### src/rtl/stack_seq_pkg.sv
package stack_seq_pkg;

  typedef enum logic [2:0] {
    OP_PUSH  = 3'd0,
    OP_POP   = 3'd1,
    OP_SCALL = 3'd2,
    OP_LCALL = 3'd3,
    OP_RET   = 3'd4,
    OP_RETI  = 3'd5
  } op_e;

  typedef enum logic [3:0] {
    ST_IDLE,
    ST_SRC_RD,
    ST_STK_WR,
    ST_STK_RD,
    ST_DST_WR,
    ST_LO_WR,
    ST_HI_WR,
    ST_HI_RD,
    ST_LO_RD,
    ST_DONE
  } st_e;

  typedef enum logic [1:0] {
    AS_DIR,
    AS_SP,
    AS_SP_NEXT
  } asel_e;

  typedef enum logic [1:0] {
    WS_TMP,
    WS_PC_LO,
    WS_PC_HI
  } wsel_e;

  localparam logic [2:0] OP_LAST = 3'd5;

endpackage

### src/rtl/ss_sp_unit.sv
module ss_sp_unit #(
  parameter int unsigned    AW     = 8,
  parameter logic [AW-1:0]  SP_RST = 8'h07
) (
  input  logic          clk_i,
  input  logic          rst_ni,
  input  logic          inc_i,
  input  logic          dec_i,
  output logic [AW-1:0] sp_o,
  output logic [AW-1:0] sp_next_o
);

  logic [AW-1:0] sp_q;

  always_ff @(posedge clk_i or negedge rst_ni) begin
    if (!rst_ni)    sp_q <= SP_RST;
    else if (inc_i) sp_q <= sp_q + AW'(1);
    else if (dec_i) sp_q <= sp_q - AW'(1);
  end

  assign sp_o      = sp_q;
  assign sp_next_o = sp_q + AW'(1);

  AST_SP_ONE_STEP: assert property (@(posedge clk_i) disable iff (!rst_ni)
    !(inc_i && dec_i));

  AST_SP_WRAP_UP: assert property (@(posedge clk_i) disable iff (!rst_ni)
    (inc_i && (&sp_q)) |=> (sp_q == '0));

  AST_SP_WRAP_DN: assert property (@(posedge clk_i) disable iff (!rst_ni)
    (dec_i && (sp_q == '0)) |=> (&sp_q));

endmodule

### src/rtl/ss_pc_unit.sv
module ss_pc_unit #(
  parameter int unsigned PCW     = 16,
  parameter int unsigned SHORT_W = 11
) (
  input  logic             clk_i,
  input  logic             rst_ni,
  input  logic             adv_i,
  input  logic [1:0]       step_i,
  input  logic             jump_i,
  input  logic             short_i,
  input  logic [PCW-1:0]   target_i,
  input  logic             ld_hi_i,
  input  logic             ld_lo_i,
  input  logic [PCW/2-1:0] byte_i,
  output logic [PCW-1:0]   pc_o
);

  localparam int unsigned HALF = PCW / 2;

  logic [PCW-1:0] pc_q;
  logic [PCW-1:0] jump_val;

  generate
    if (SHORT_W < PCW) begin : g_short
      // short form keeps the page bits of the advanced PC
      assign jump_val = short_i ? {pc_q[PCW-1:SHORT_W], target_i[SHORT_W-1:0]}
                                : target_i;

      AST_SHORT_KEEP_PAGE: assert property (@(posedge clk_i) disable iff (!rst_ni)
        (jump_i && short_i) |=> (pc_q[PCW-1:SHORT_W] == $past(pc_q[PCW-1:SHORT_W])));
    end else begin : g_full
      assign jump_val = target_i;
    end
  endgenerate

  always_ff @(posedge clk_i or negedge rst_ni) begin
    if (!rst_ni)      pc_q <= '0;
    else if (adv_i)   pc_q <= pc_q + PCW'(step_i);
    else if (jump_i)  pc_q <= jump_val;
    else if (ld_hi_i) pc_q[PCW-1:HALF] <= byte_i;
    else if (ld_lo_i) pc_q[HALF-1:0]   <= byte_i;
  end

  assign pc_o = pc_q;

  AST_PC_ONE_UPDATE: assert property (@(posedge clk_i) disable iff (!rst_ni)
    $onehot0({adv_i, jump_i, ld_hi_i, ld_lo_i}));

  AST_LONG_LOAD: assert property (@(posedge clk_i) disable iff (!rst_ni)
    (jump_i && !short_i) |=> (pc_q == $past(target_i)));

endmodule

### src/rtl/ss_ctrl.sv
module ss_ctrl
  import stack_seq_pkg::*;
(
  input  logic        clk_i,
  input  logic        rst_ni,
  input  logic        cmd_valid_i,
  input  logic [2:0]  cmd_op_i,
  input  logic [1:0]  cmd_len_i,
  output logic        accept_o,
  output logic        busy_o,
  output logic        done_o,
  output logic        irq_ret_o,
  output logic        ram_en_o,
  output logic        ram_we_o,
  output asel_e       asel_o,
  output wsel_e       wsel_o,
  output logic        tmp_ld_o,
  output logic        sp_inc_o,
  output logic        sp_dec_o,
  output logic        pc_adv_o,
  output logic [1:0]  pc_step_o,
  output logic        pc_jump_o,
  output logic        pc_short_o,
  output logic        pc_ld_hi_o,
  output logic        pc_ld_lo_o
);

  st_e st_q, st_d;
  op_e op_q;
  op_e op_in;

  assign op_in = op_e'(cmd_op_i);

  always_ff @(posedge clk_i or negedge rst_ni) begin
    if (!rst_ni) begin
      st_q <= ST_IDLE;
      op_q <= OP_PUSH;
    end else begin
      st_q <= st_d;
      if (accept_o) op_q <= op_in;
    end
  end

  always_comb begin
    st_d       = st_q;
    accept_o   = 1'b0;
    done_o     = 1'b0;
    irq_ret_o  = 1'b0;
    ram_en_o   = 1'b0;
    ram_we_o   = 1'b0;
    asel_o     = AS_DIR;
    wsel_o     = WS_TMP;
    tmp_ld_o   = 1'b0;
    sp_inc_o   = 1'b0;
    sp_dec_o   = 1'b0;
    pc_adv_o   = 1'b0;
    pc_step_o  = 2'd0;
    pc_jump_o  = 1'b0;
    pc_short_o = 1'b0;
    pc_ld_hi_o = 1'b0;
    pc_ld_lo_o = 1'b0;
    unique case (st_q)
      ST_IDLE: begin
        accept_o = cmd_valid_i && (cmd_op_i <= OP_LAST);
        if (accept_o) begin
          unique case (op_in)
            OP_PUSH: begin
              st_d = ST_SRC_RD; pc_adv_o = 1'b1; pc_step_o = cmd_len_i;
            end
            OP_POP: begin
              st_d = ST_STK_RD; pc_adv_o = 1'b1; pc_step_o = cmd_len_i;
            end
            OP_SCALL: begin
              st_d = ST_LO_WR; pc_adv_o = 1'b1; pc_step_o = 2'd2;
            end
            OP_LCALL: begin
              st_d = ST_LO_WR; pc_adv_o = 1'b1; pc_step_o = 2'd3;
            end
            default: st_d = ST_HI_RD;
          endcase
        end
      end
      ST_SRC_RD: begin
        ram_en_o = 1'b1; asel_o = AS_DIR; tmp_ld_o = 1'b1;
        st_d = ST_STK_WR;
      end
      ST_STK_WR: begin
        ram_en_o = 1'b1; ram_we_o = 1'b1; asel_o = AS_SP_NEXT; wsel_o = WS_TMP;
        sp_inc_o = 1'b1;
        st_d = ST_DONE;
      end
      ST_STK_RD: begin
        ram_en_o = 1'b1; asel_o = AS_SP; tmp_ld_o = 1'b1; sp_dec_o = 1'b1;
        st_d = ST_DST_WR;
      end
      ST_DST_WR: begin
        ram_en_o = 1'b1; ram_we_o = 1'b1; asel_o = AS_DIR; wsel_o = WS_TMP;
        st_d = ST_DONE;
      end
      ST_LO_WR: begin
        ram_en_o = 1'b1; ram_we_o = 1'b1; asel_o = AS_SP_NEXT; wsel_o = WS_PC_LO;
        sp_inc_o = 1'b1;
        st_d = ST_HI_WR;
      end
      ST_HI_WR: begin
        ram_en_o = 1'b1; ram_we_o = 1'b1; asel_o = AS_SP_NEXT; wsel_o = WS_PC_HI;
        sp_inc_o = 1'b1;
        pc_jump_o = 1'b1; pc_short_o = (op_q == OP_SCALL);
        st_d = ST_DONE;
      end
      ST_HI_RD: begin
        ram_en_o = 1'b1; asel_o = AS_SP; pc_ld_hi_o = 1'b1; sp_dec_o = 1'b1;
        st_d = ST_LO_RD;
      end
      ST_LO_RD: begin
        ram_en_o = 1'b1; asel_o = AS_SP; pc_ld_lo_o = 1'b1; sp_dec_o = 1'b1;
        st_d = ST_DONE;
      end
      ST_DONE: begin
        done_o    = 1'b1;
        irq_ret_o = (op_q == OP_RETI);
        st_d      = ST_IDLE;
      end
      default: st_d = ST_IDLE;
    endcase
  end

  assign busy_o = (st_q != ST_IDLE);

  AST_DONE_PULSE: assert property (@(posedge clk_i) disable iff (!rst_ni)
    done_o |=> !done_o);

  AST_DONE_AFTER_ACCESS: assert property (@(posedge clk_i) disable iff (!rst_ni)
    done_o |-> $past(ram_en_o));

  AST_ACCEPT_ACCESS: assert property (@(posedge clk_i) disable iff (!rst_ni)
    accept_o |=> ram_en_o);

  AST_IRQ_WITH_DONE: assert property (@(posedge clk_i) disable iff (!rst_ni)
    irq_ret_o |-> done_o);

endmodule

### src/rtl/stack_seq.sv
module stack_seq
  import stack_seq_pkg::*;
#(
  parameter int unsigned   AW      = 8,
  parameter int unsigned   PCW     = 16,
  parameter int unsigned   SHORT_W = 11,
  parameter logic [AW-1:0] SP_RST  = 8'h07
) (
  input  logic           clk_i,
  input  logic           rst_ni,
  input  logic           cmd_valid_i,
  input  logic [2:0]     cmd_op_i,
  input  logic [AW-1:0]  cmd_dir_i,
  input  logic [PCW-1:0] cmd_target_i,
  input  logic [1:0]     cmd_len_i,
  output logic           busy_o,
  output logic           done_o,
  output logic           irq_ret_o,
  output logic [AW-1:0]  sp_o,
  output logic [PCW-1:0] pc_o,
  output logic           ram_en_o,
  output logic           ram_we_o,
  output logic [AW-1:0]  ram_addr_o,
  output logic [7:0]     ram_wdata_o,
  input  logic [7:0]     ram_rdata_i
);

  localparam int unsigned HALF = PCW / 2;

  logic           accept;
  asel_e          asel;
  wsel_e          wsel;
  logic           tmp_ld, sp_inc, sp_dec;
  logic           pc_adv, pc_jump, pc_short, pc_ld_hi, pc_ld_lo;
  logic [1:0]     pc_step;
  logic [AW-1:0]  sp, sp_next;
  logic [AW-1:0]  dir_q;
  logic [PCW-1:0] tgt_q;
  logic [7:0]     tmp_q;

  ss_ctrl u_ctrl (
    .clk_i       (clk_i),
    .rst_ni      (rst_ni),
    .cmd_valid_i (cmd_valid_i),
    .cmd_op_i    (cmd_op_i),
    .cmd_len_i   (cmd_len_i),
    .accept_o    (accept),
    .busy_o      (busy_o),
    .done_o      (done_o),
    .irq_ret_o   (irq_ret_o),
    .ram_en_o    (ram_en_o),
    .ram_we_o    (ram_we_o),
    .asel_o      (asel),
    .wsel_o      (wsel),
    .tmp_ld_o    (tmp_ld),
    .sp_inc_o    (sp_inc),
    .sp_dec_o    (sp_dec),
    .pc_adv_o    (pc_adv),
    .pc_step_o   (pc_step),
    .pc_jump_o   (pc_jump),
    .pc_short_o  (pc_short),
    .pc_ld_hi_o  (pc_ld_hi),
    .pc_ld_lo_o  (pc_ld_lo)
  );

  ss_sp_unit #(.AW(AW), .SP_RST(SP_RST)) u_sp (
    .clk_i     (clk_i),
    .rst_ni    (rst_ni),
    .inc_i     (sp_inc),
    .dec_i     (sp_dec),
    .sp_o      (sp),
    .sp_next_o (sp_next)
  );

  ss_pc_unit #(.PCW(PCW), .SHORT_W(SHORT_W)) u_pc (
    .clk_i    (clk_i),
    .rst_ni   (rst_ni),
    .adv_i    (pc_adv),
    .step_i   (pc_step),
    .jump_i   (pc_jump),
    .short_i  (pc_short),
    .target_i (tgt_q),
    .ld_hi_i  (pc_ld_hi),
    .ld_lo_i  (pc_ld_lo),
    .byte_i   (ram_rdata_i),
    .pc_o     (pc_o)
  );

  always_ff @(posedge clk_i or negedge rst_ni) begin
    if (!rst_ni) begin
      dir_q <= '0;
      tgt_q <= '0;
      tmp_q <= '0;
    end else begin
      if (accept) begin
        dir_q <= cmd_dir_i;
        tgt_q <= cmd_target_i;
      end
      if (tmp_ld) tmp_q <= ram_rdata_i;
    end
  end

  always_comb begin
    unique case (asel)
      AS_SP:      ram_addr_o = sp;
      AS_SP_NEXT: ram_addr_o = sp_next;
      default:    ram_addr_o = dir_q;
    endcase
    unique case (wsel)
      WS_PC_LO: ram_wdata_o = pc_o[HALF-1:0];
      WS_PC_HI: ram_wdata_o = pc_o[PCW-1:HALF];
      default:  ram_wdata_o = tmp_q;
    endcase
  end

  assign sp_o = sp;

  AST_PUSH_AT_NEW_SP: assert property (@(posedge clk_i) disable iff (!rst_ni)
    (ram_we_o && sp_inc) |=> (sp == $past(ram_addr_o)));

  AST_POP_AT_OLD_SP: assert property (@(posedge clk_i) disable iff (!rst_ni)
    sp_dec |-> (ram_en_o && !ram_we_o && (ram_addr_o == sp)));

  AST_IDLE_NO_RAM: assert property (@(posedge clk_i) disable iff (!rst_ni)
    (!busy_o) |-> !ram_en_o);

endmodule

### config.mk
export PLATFORM = sky130hd
export DESIGN_NAME = stack_seq
export DESIGN_NICKNAME = d
export VERILOG_FILES = /design/src/rtl/stack_seq_pkg.sv /design/src/rtl/ss_sp_unit.sv /design/src/rtl/ss_pc_unit.sv /design/src/rtl/ss_ctrl.sv /design/src/rtl/stack_seq.sv
export SDC_FILE = /design/constraint.sdc
export NUM_CORES = 1
export LEC_CHECK = 0
export ABC_AREA = 1
export BUFFER_PORTS_ARGS = -buffer_cell sky130_fd_sc_hd__buf_2
export CAP_MARGIN = 10
export CORE_ASPECT_RATIO = 2
export CORE_UTILIZATION = 45
export DETAILED_ROUTE_END_ITERATION = 8
export PLACE_DENSITY = 0.76
export SYNTH_ARGS = -nofsm -noshare
export SYNTH_HDL_FRONTEND = slang
export SYNTH_SLANG_ARGS = --single-unit
### constraint.sdc
create_clock -name clk_i -period 3.6 [get_ports clk_i]
set_clock_uncertainty 0.2 [all_clocks]
set_input_delay 0.36 -clock clk_i [delete_from_list [all_inputs] [get_ports clk_i]]
set_output_delay 0.36 -clock clk_i [all_outputs]
set_load 0.02 [all_outputs]
# [Word-level counts from Yosys, hierarchy flattened]
# Index checks and enable logic that the tools add are counted.
[classes] add_sub_neg=3 n_lt_le_gt_ge=1 reduce_logical=18 muxes=33 eq_ne=21
[ops] cell="16-bit 2-to-1 mux" n=3
[ops] cell="8-bit 2-to-1 mux" n=5
[ops] cell="8-bit case mux with 2 select lines" n=2
[ops] cell="4-bit case mux with 6 select lines" n=1
[ops] cell="16-bit by 2-bit adder with 16-bit output" n=1
[ops] cell="4-bit by 3-bit == test with 1-bit output (second input constant)" n=4
[ops] cell="1-bit 2-to-1 mux" n=15
[ops] cell="4-bit OR reduction" n=3
[ops] cell="3-bit by 2-bit == test with 1-bit output (second input constant)" n=3
[ops] cell="3-bit case mux with 3 select lines" n=1
[ops] cell="8-bit by 1-bit adder with 8-bit output (second input constant)" n=1
[ops] cell="4-bit by 2-bit == test with 1-bit output (second input constant)" n=2
[ops] cell="4-bit == test (second input constant)" n=2
[ops] cell="2-bit case mux with 2 select lines" n=2
[ops] cell="8-bit OR reduction" n=1
[ops] cell="8-bit by 1-bit subtractor with 8-bit output (second input constant)" n=1
[ops] cell="3-bit != test (second input constant)" n=2
[ops] cell="2-bit case mux with 3 select lines" n=1
[ops] cell="3-bit nonzero test" n=2
[ops] cell="2-bit OR reduction" n=3
[ops] cell="3-bit OR reduction" n=2
[ops] cell="2-bit by 1-bit == test with 1-bit output (second input constant)" n=2
[ops] cell="2-bit == test (second input constant)" n=2
[ops] cell="4-bit by 1-bit == test with 1-bit output (second input constant)" n=1
[ops] cell="12 further kinds" n=14
[totals] output_inout_bits=45 in_bits=40 regBits=63

# [Longest topological paths before layout]
[depth] depth_word=7 ltp_mapped=17

# [Hierarchy]
# From an unflattened synthesis, not the netlist that was laid out.
[hier_totals] cells_unflattened=622 area_unflattened_um2=4204.0
[by_module_without_submodules] mod="stack_seq" area_per_inst_um2=1736.7 seq_area_each_um2=800.8 n_inst=1 cells_each=246
[by_module_without_submodules] mod="ss_pc_unit" area_per_inst_um2=1291.2 seq_area_each_um2=400.4 n_inst=1 cells_each=197
[by_module_without_submodules] mod="ss_sp_unit" area_per_inst_um2=646.9 seq_area_each_um2=203.9 n_inst=1 cells_each=95
[by_module_without_submodules] mod="ss_ctrl" area_per_inst_um2=529.3 seq_area_each_um2=175.2 n_inst=1 cells_each=84

# [Worst setup path after synthesis]
# OpenSTA, ideal clock, no wires.
[synth_timing] kind="reg-to-reg" from="register u_ctrl.st_q[3]" to="register u_pc.pc_q[10] (netlist: u_pc.pc_o[10])" arrival_ns=2.610 path_buffers=1 slack_ns=0.725 path_stages_with_launch=17 required_time_ns=3.335 path_cell_list="dfrtp_1 -> nor2_2 -> nand2_4 -> nor2_8 -> nand2_2 -> buf_2 -> a21oi_1 -> ha_1 -> inv_1 -> fa_1 -> nor2_1 -> nand2_1 -> o21bai_1 -> nand2_1 -> nand2_1 -> nand2_1 -> nand2_1"
[synth_via] elab_chain_len=4 elab_cells_between_ends=11 classes_between="1 x add/sub; 2 x eq/ne; 6 x mux; 2 x reduce/logical"
[synth_lines] item="start, declared" line="ss_ctrl.sv:28" rtl="st_e st_q, st_d;"
[synth_lines] item="start signal, assigned" line="ss_ctrl.sv:39" rtl="st_q <= st_d;"
[synth_lines] item="4-bit logical NOT / 4-bit by 3-bit == test with 1-bit output (equally long branches)" line="ss_ctrl.sv:62" rtl="unique case (st_q)"
[synth_lines] item="2-bit 2-to-1 mux / 1-bit 2-to-1 mux (equally long branches)" line="ss_ctrl.sv:62"
[synth_lines] item="16-bit by 2-bit adder with 16-bit output / 16-bit 2-to-1 mux (equally long branches)" line="ss_pc_unit.sv:38, ss_pc_unit.sv:39"
[synth_lines] item="16-bit 2-to-1 mux" line="ss_pc_unit.sv:38" rtl="else if (adv_i) pc_q <= pc_q + PCW'(step_i);"
[synth_lines] item="end signal, assigned" line="ss_pc_unit.sv:38"
[synth_lines] item="end signal, assigned" line="ss_pc_unit.sv:39" rtl="else if (jump_i) pc_q <= jump_val;"
[synth_lines] item="end signal, assigned by index" line="ss_pc_unit.sv:40" rtl="else if (ld_hi_i) pc_q[PCW-1:HALF] <= byte_i;"
[synth_lines] item="end, declared" line="ss_pc_unit.sv:20" rtl="logic [PCW-1:0] pc_q;"
# Parallel ways exist; a longest one is shown, timed or not.
# A chain may end at the register's enable or synchronous reset.

# [Final worst setup path]
[layout_timing] from="register u_ctrl.st_q[2]" to="output port ram_addr_o[2]"
[layout_via] elab_chain_len=5 elab_cells_between_ends=12 classes_between="8 x eq/ne; 2 x mux; 2 x reduce/logical"
[layout_lines] item="4-bit by 2-bit == test with 1-bit output, or another cell as far along" line="ss_ctrl.sv:62"
[layout_lines] item="3-bit OR reduction (no source line)"
[layout_lines] item="2-bit case mux with 2 select lines *" line="ss_ctrl.sv:62"
[layout_lines] item="2-bit == test / 2-bit by 1-bit == test with 1-bit output (equally long branches)" line="stack_seq.sv:104" rtl="unique case (asel)"
[layout_lines] item="8-bit case mux with 2 select lines *" line="stack_seq.sv:104"
[layout_lines] item="end, declared" line="stack_seq.sv:23" rtl="output logic [AW-1:0] ram_addr_o,"
# Mark *: on every way between the ends. The rest lies on a longest branch, timed or not.

==> key figures <==
GRT
  • Initial antenna violation count: 0
  • Vias in the first global route: 4134
  • Total Routing Usage GR: 26.4%
  • First-pass GRT wire length: 19500 um
  • Global route overflow: 0
  • Pin count of the biggest net entering global routing: 49

Detailed routing
  • Vias: 4251
  • Routed len/inst: 15.5 um
  • Number of vias per cell: 5.47
  • DRT Pass-1 Iters: 7
  • Final WL: 12000 um
  • Antenna Nets Post-Route: 0
  • DRC viols: 0
  • WL met1: 4320 um
  • First DRT Iteration DRCs: 332
  • Metal3 WL: 563 um
  • Top sig layer: met4
  • Met2 WL post-DR: 6520 um

Clock tree
  • Worst-skew pair later-pin latency: 0.33 ns
  • Clock Path Buffers: 2
  • CTS clk-pin slew, worst paths: 0.06 ns
  • CTS hold repair buffers: 0
  • H-tree depth: 3
  • CTS tree: built
  • Cts repair resizes: 0
  • Clock Root Buffer: clkbuf_16
  • Inserted Clock Buffers: 9
  • Post-CTS Setup Inserts: 0
  • Clk sink count: 63

Job
  • Max-cap violations: 0

Synth
  • Post-synthesis sequential element count: 63
  • Post-Syn Instances: 593
  • Count of cell types in the netlist: 38
  • Synth warn: 0
  • Avg Inst Size Synth: 6.90 um^2
  • Syn_nets: 644
  • Post-synthesis sequential area ratio: 38.6%
  • Syn Std Cell Area: 0.00409 mm^2

Outcome
  • Outcome: finished clean

Power and ir drop
  • Tot Pwr: 0.00495 W
  • Power Dens Cells: 1010 mW/mm^2
  • Max VDD drop: 757 uV
  • Leakage: 2.57 nW

Critical path
  • Req. time, crit path: 3.04 ns
  • CP Launch Type: flop
  • CP Capture Type: output port
  • Register-to-register setup slack: 0.51 ns
  • Kind of critical path: reg2out
  • Crit path max fanout: 22
  • WP data arrival: 2.83 ns

Layout
  • Commonest non-fill, non-tap cell in the layout: nand2_1
  • Layout area overhead: 19.5%
  • Antenna diodes: 0
  • Most frequent cells in the layout: nand2_1 (220), buf_2 (84), inv_1 (64)
  • Share of cells above drive strength 1: 18.6%
  • Post-Layout Cell Count: 777
  • Design area: 0.00489 mm^2
  • Fin nets: 723

Floorplanning
  • Die X: 69.4 um
  • Core ar.: 0.00871 mm^2
  • Initial Util: 47.0%
  • Die Footprint: 0.00950 mm^2
  • Die height: 137 um
  • Top-Level Pins: 85
  • Placement Rows: 48

Place
  • Gpl congestion: 0.971
  • Port Buffers: 84
  • HPWL Detailed: 9180 um
  • Placed Cells incl. Taps: 761
  • Placed Area: 0.00456 mm^2

STA
  • Crit path time final: 3.39 ns
  • Setup TNS: 0 ns
  • Final Hold Vio Count: 0
  • Unrepaired setup endpoints after global routing: false
  • FMAX: 0.295 GHz
  • Max_slew headroom: 27.3%
  • Worst-margin pin slew: 1.09 ns
  • Final setup violating endpoints: 0
  • Final period utilization: 94.1%
  • WHS: 0.0325 ns
  • Slew Limit Fails: 0

Worst hold path
  • Hold Path Class: in2reg
[synth_stat cells]
cell | n | area [um^2]
nand2_1 | 220 | 826
inv_1 | 64 | 240
dfrtp_1 | 60 | 1500
nand3_1 | 50 | 250
nor2_1 | 48 | 180
o21ai_0 | 35 | 175
a21oi_1 | 15 | 75.1
clkbuf_1 | 10 | 37.5
ha_1 | 10 | 125
a31oi_1 | 8 | 50.1
mux2_2 | 8 | 90.1
nand4_1 | 7 | 43.8
o211ai_1 | 6 | 45.0
nor2_2 | 5 | 31.3
a22oi_1 | 4 | 30.0
buf_2 | 4 | 20.0
dfstp_2 | 3 | 78.8
nand3b_1 | 3 | 22.5
nor3_1 | 3 | 15.0
o21ai_1 | 3 | 15.0
xnor2_1 | 3 | 26.3
xor2_1 | 3 | 26.3
buf_1 | 2 | 7.51
buf_4 | 2 | 15.0
buf_6 | 2 | 22.5
nand2_2 | 2 | 12.5
o22ai_1 | 2 | 12.5
a211oi_1 | 1 | 7.51
a2bb2oi_1 | 1 | 8.76
clkinv_1 | 1 | 3.75
fa_1 | 1 | 20.0
inv_2 | 1 | 3.75
nand2_4 | 1 | 11.3
nand3_2 | 1 | 10.0
nor2_8 | 1 | 20.0
nor3_4 | 1 | 16.3
nor4_1 | 1 | 6.26
o21bai_1 | 1 | 7.51
[power by group]
group | internal, W | total (W) | switching (W)
Clock | 0.000603 | 0.000923 | 0.000320
Combinational | 0.000859 | 0.00257 | 0.00171
Sequential | 0.00107 | 0.00146 | 0.000384
[sequential cells by signal, indices dropped and copies added, names as in the netlist]
register,count
dir_q,8
tgt_q,16
tmp_q,8
u_ctrl.op_q,3
u_ctrl.st_q,4
u_pc.pc_o,16
u_sp.sp_o,8
[kinds of logic (layout without fill, tap and decap cells)]
kind of cell	count (synthesis)	count (layout)	synth area share (%)
xor+xnor	6	6	1.29
mux	8	8	2.20
simple gates	343	343	35.3
buf+inv	86	170	8.57
flops	63	63	38.6
fa+ha+maj	11	11	3.55
compound gates	76	76	10.4
[per-stage QoR]
stage / setup slack [ns] / utilization (%)
CTS: 0.0603 / 56.0
floorplan: 0.725 / -
finish: 0.213 / 56.1
global route: 0.0436 / 56.1
detailed placement: 0.426 / 52.4
global placement: 0.468 / 52.4
[path summary, 6_finish.rpt]
check / from / end / cells after the start
max: u_ctrl.st_q[2] / ram_addr_o[2] / 10
min: cmd_dir_i[3] / dir_q[3] / 3
max reg2reg: u_ctrl.st_q[3] / u_pc.pc_o[14] / 16
min reg2reg: tgt_q[15] / tgt_q[15] / 2
max in group asynchronous: rst_ni / u_sp.sp_o[0] / 2
min in group asynchronous: rst_ni / tmp_q[6] / 1
[critical path, cell delays in order (launching register included)]
cell       delay [ns]
dfrtp_1          0.39
inv_1            0.14
nor2_4           0.09
nand2_4          0.22
nand3_2          0.30
inv_1            0.31
ha_1             0.36
inv_1            0.14
o21ai_0          0.18
a2bb2oi_1        0.18
buf_2            0.19
[cell type report]
cell class / instances / area (um^2)
Timing Repair Buffer: 88 / 450
Tap cell: 100 / 125
Clock inverter: 6 / 85.1
Sequential cell: 63 / 1580
Multi-Input combinational cell: 444 / 2170
Fill cell: 861 / 3820
Clock buffer: 10 / 229
Inverter: 66 / 248
[metal layers]
layer | up-vias | track usage (%)
li1 | 2064 | -
met1 | 1966 | 27.4
met2 | 183 | 48.9
met3 | 38 | 3.90
met4 | 0 | 16.7
met5 | - | 0
Note: power is estimated with default switching activity, not from simulation.
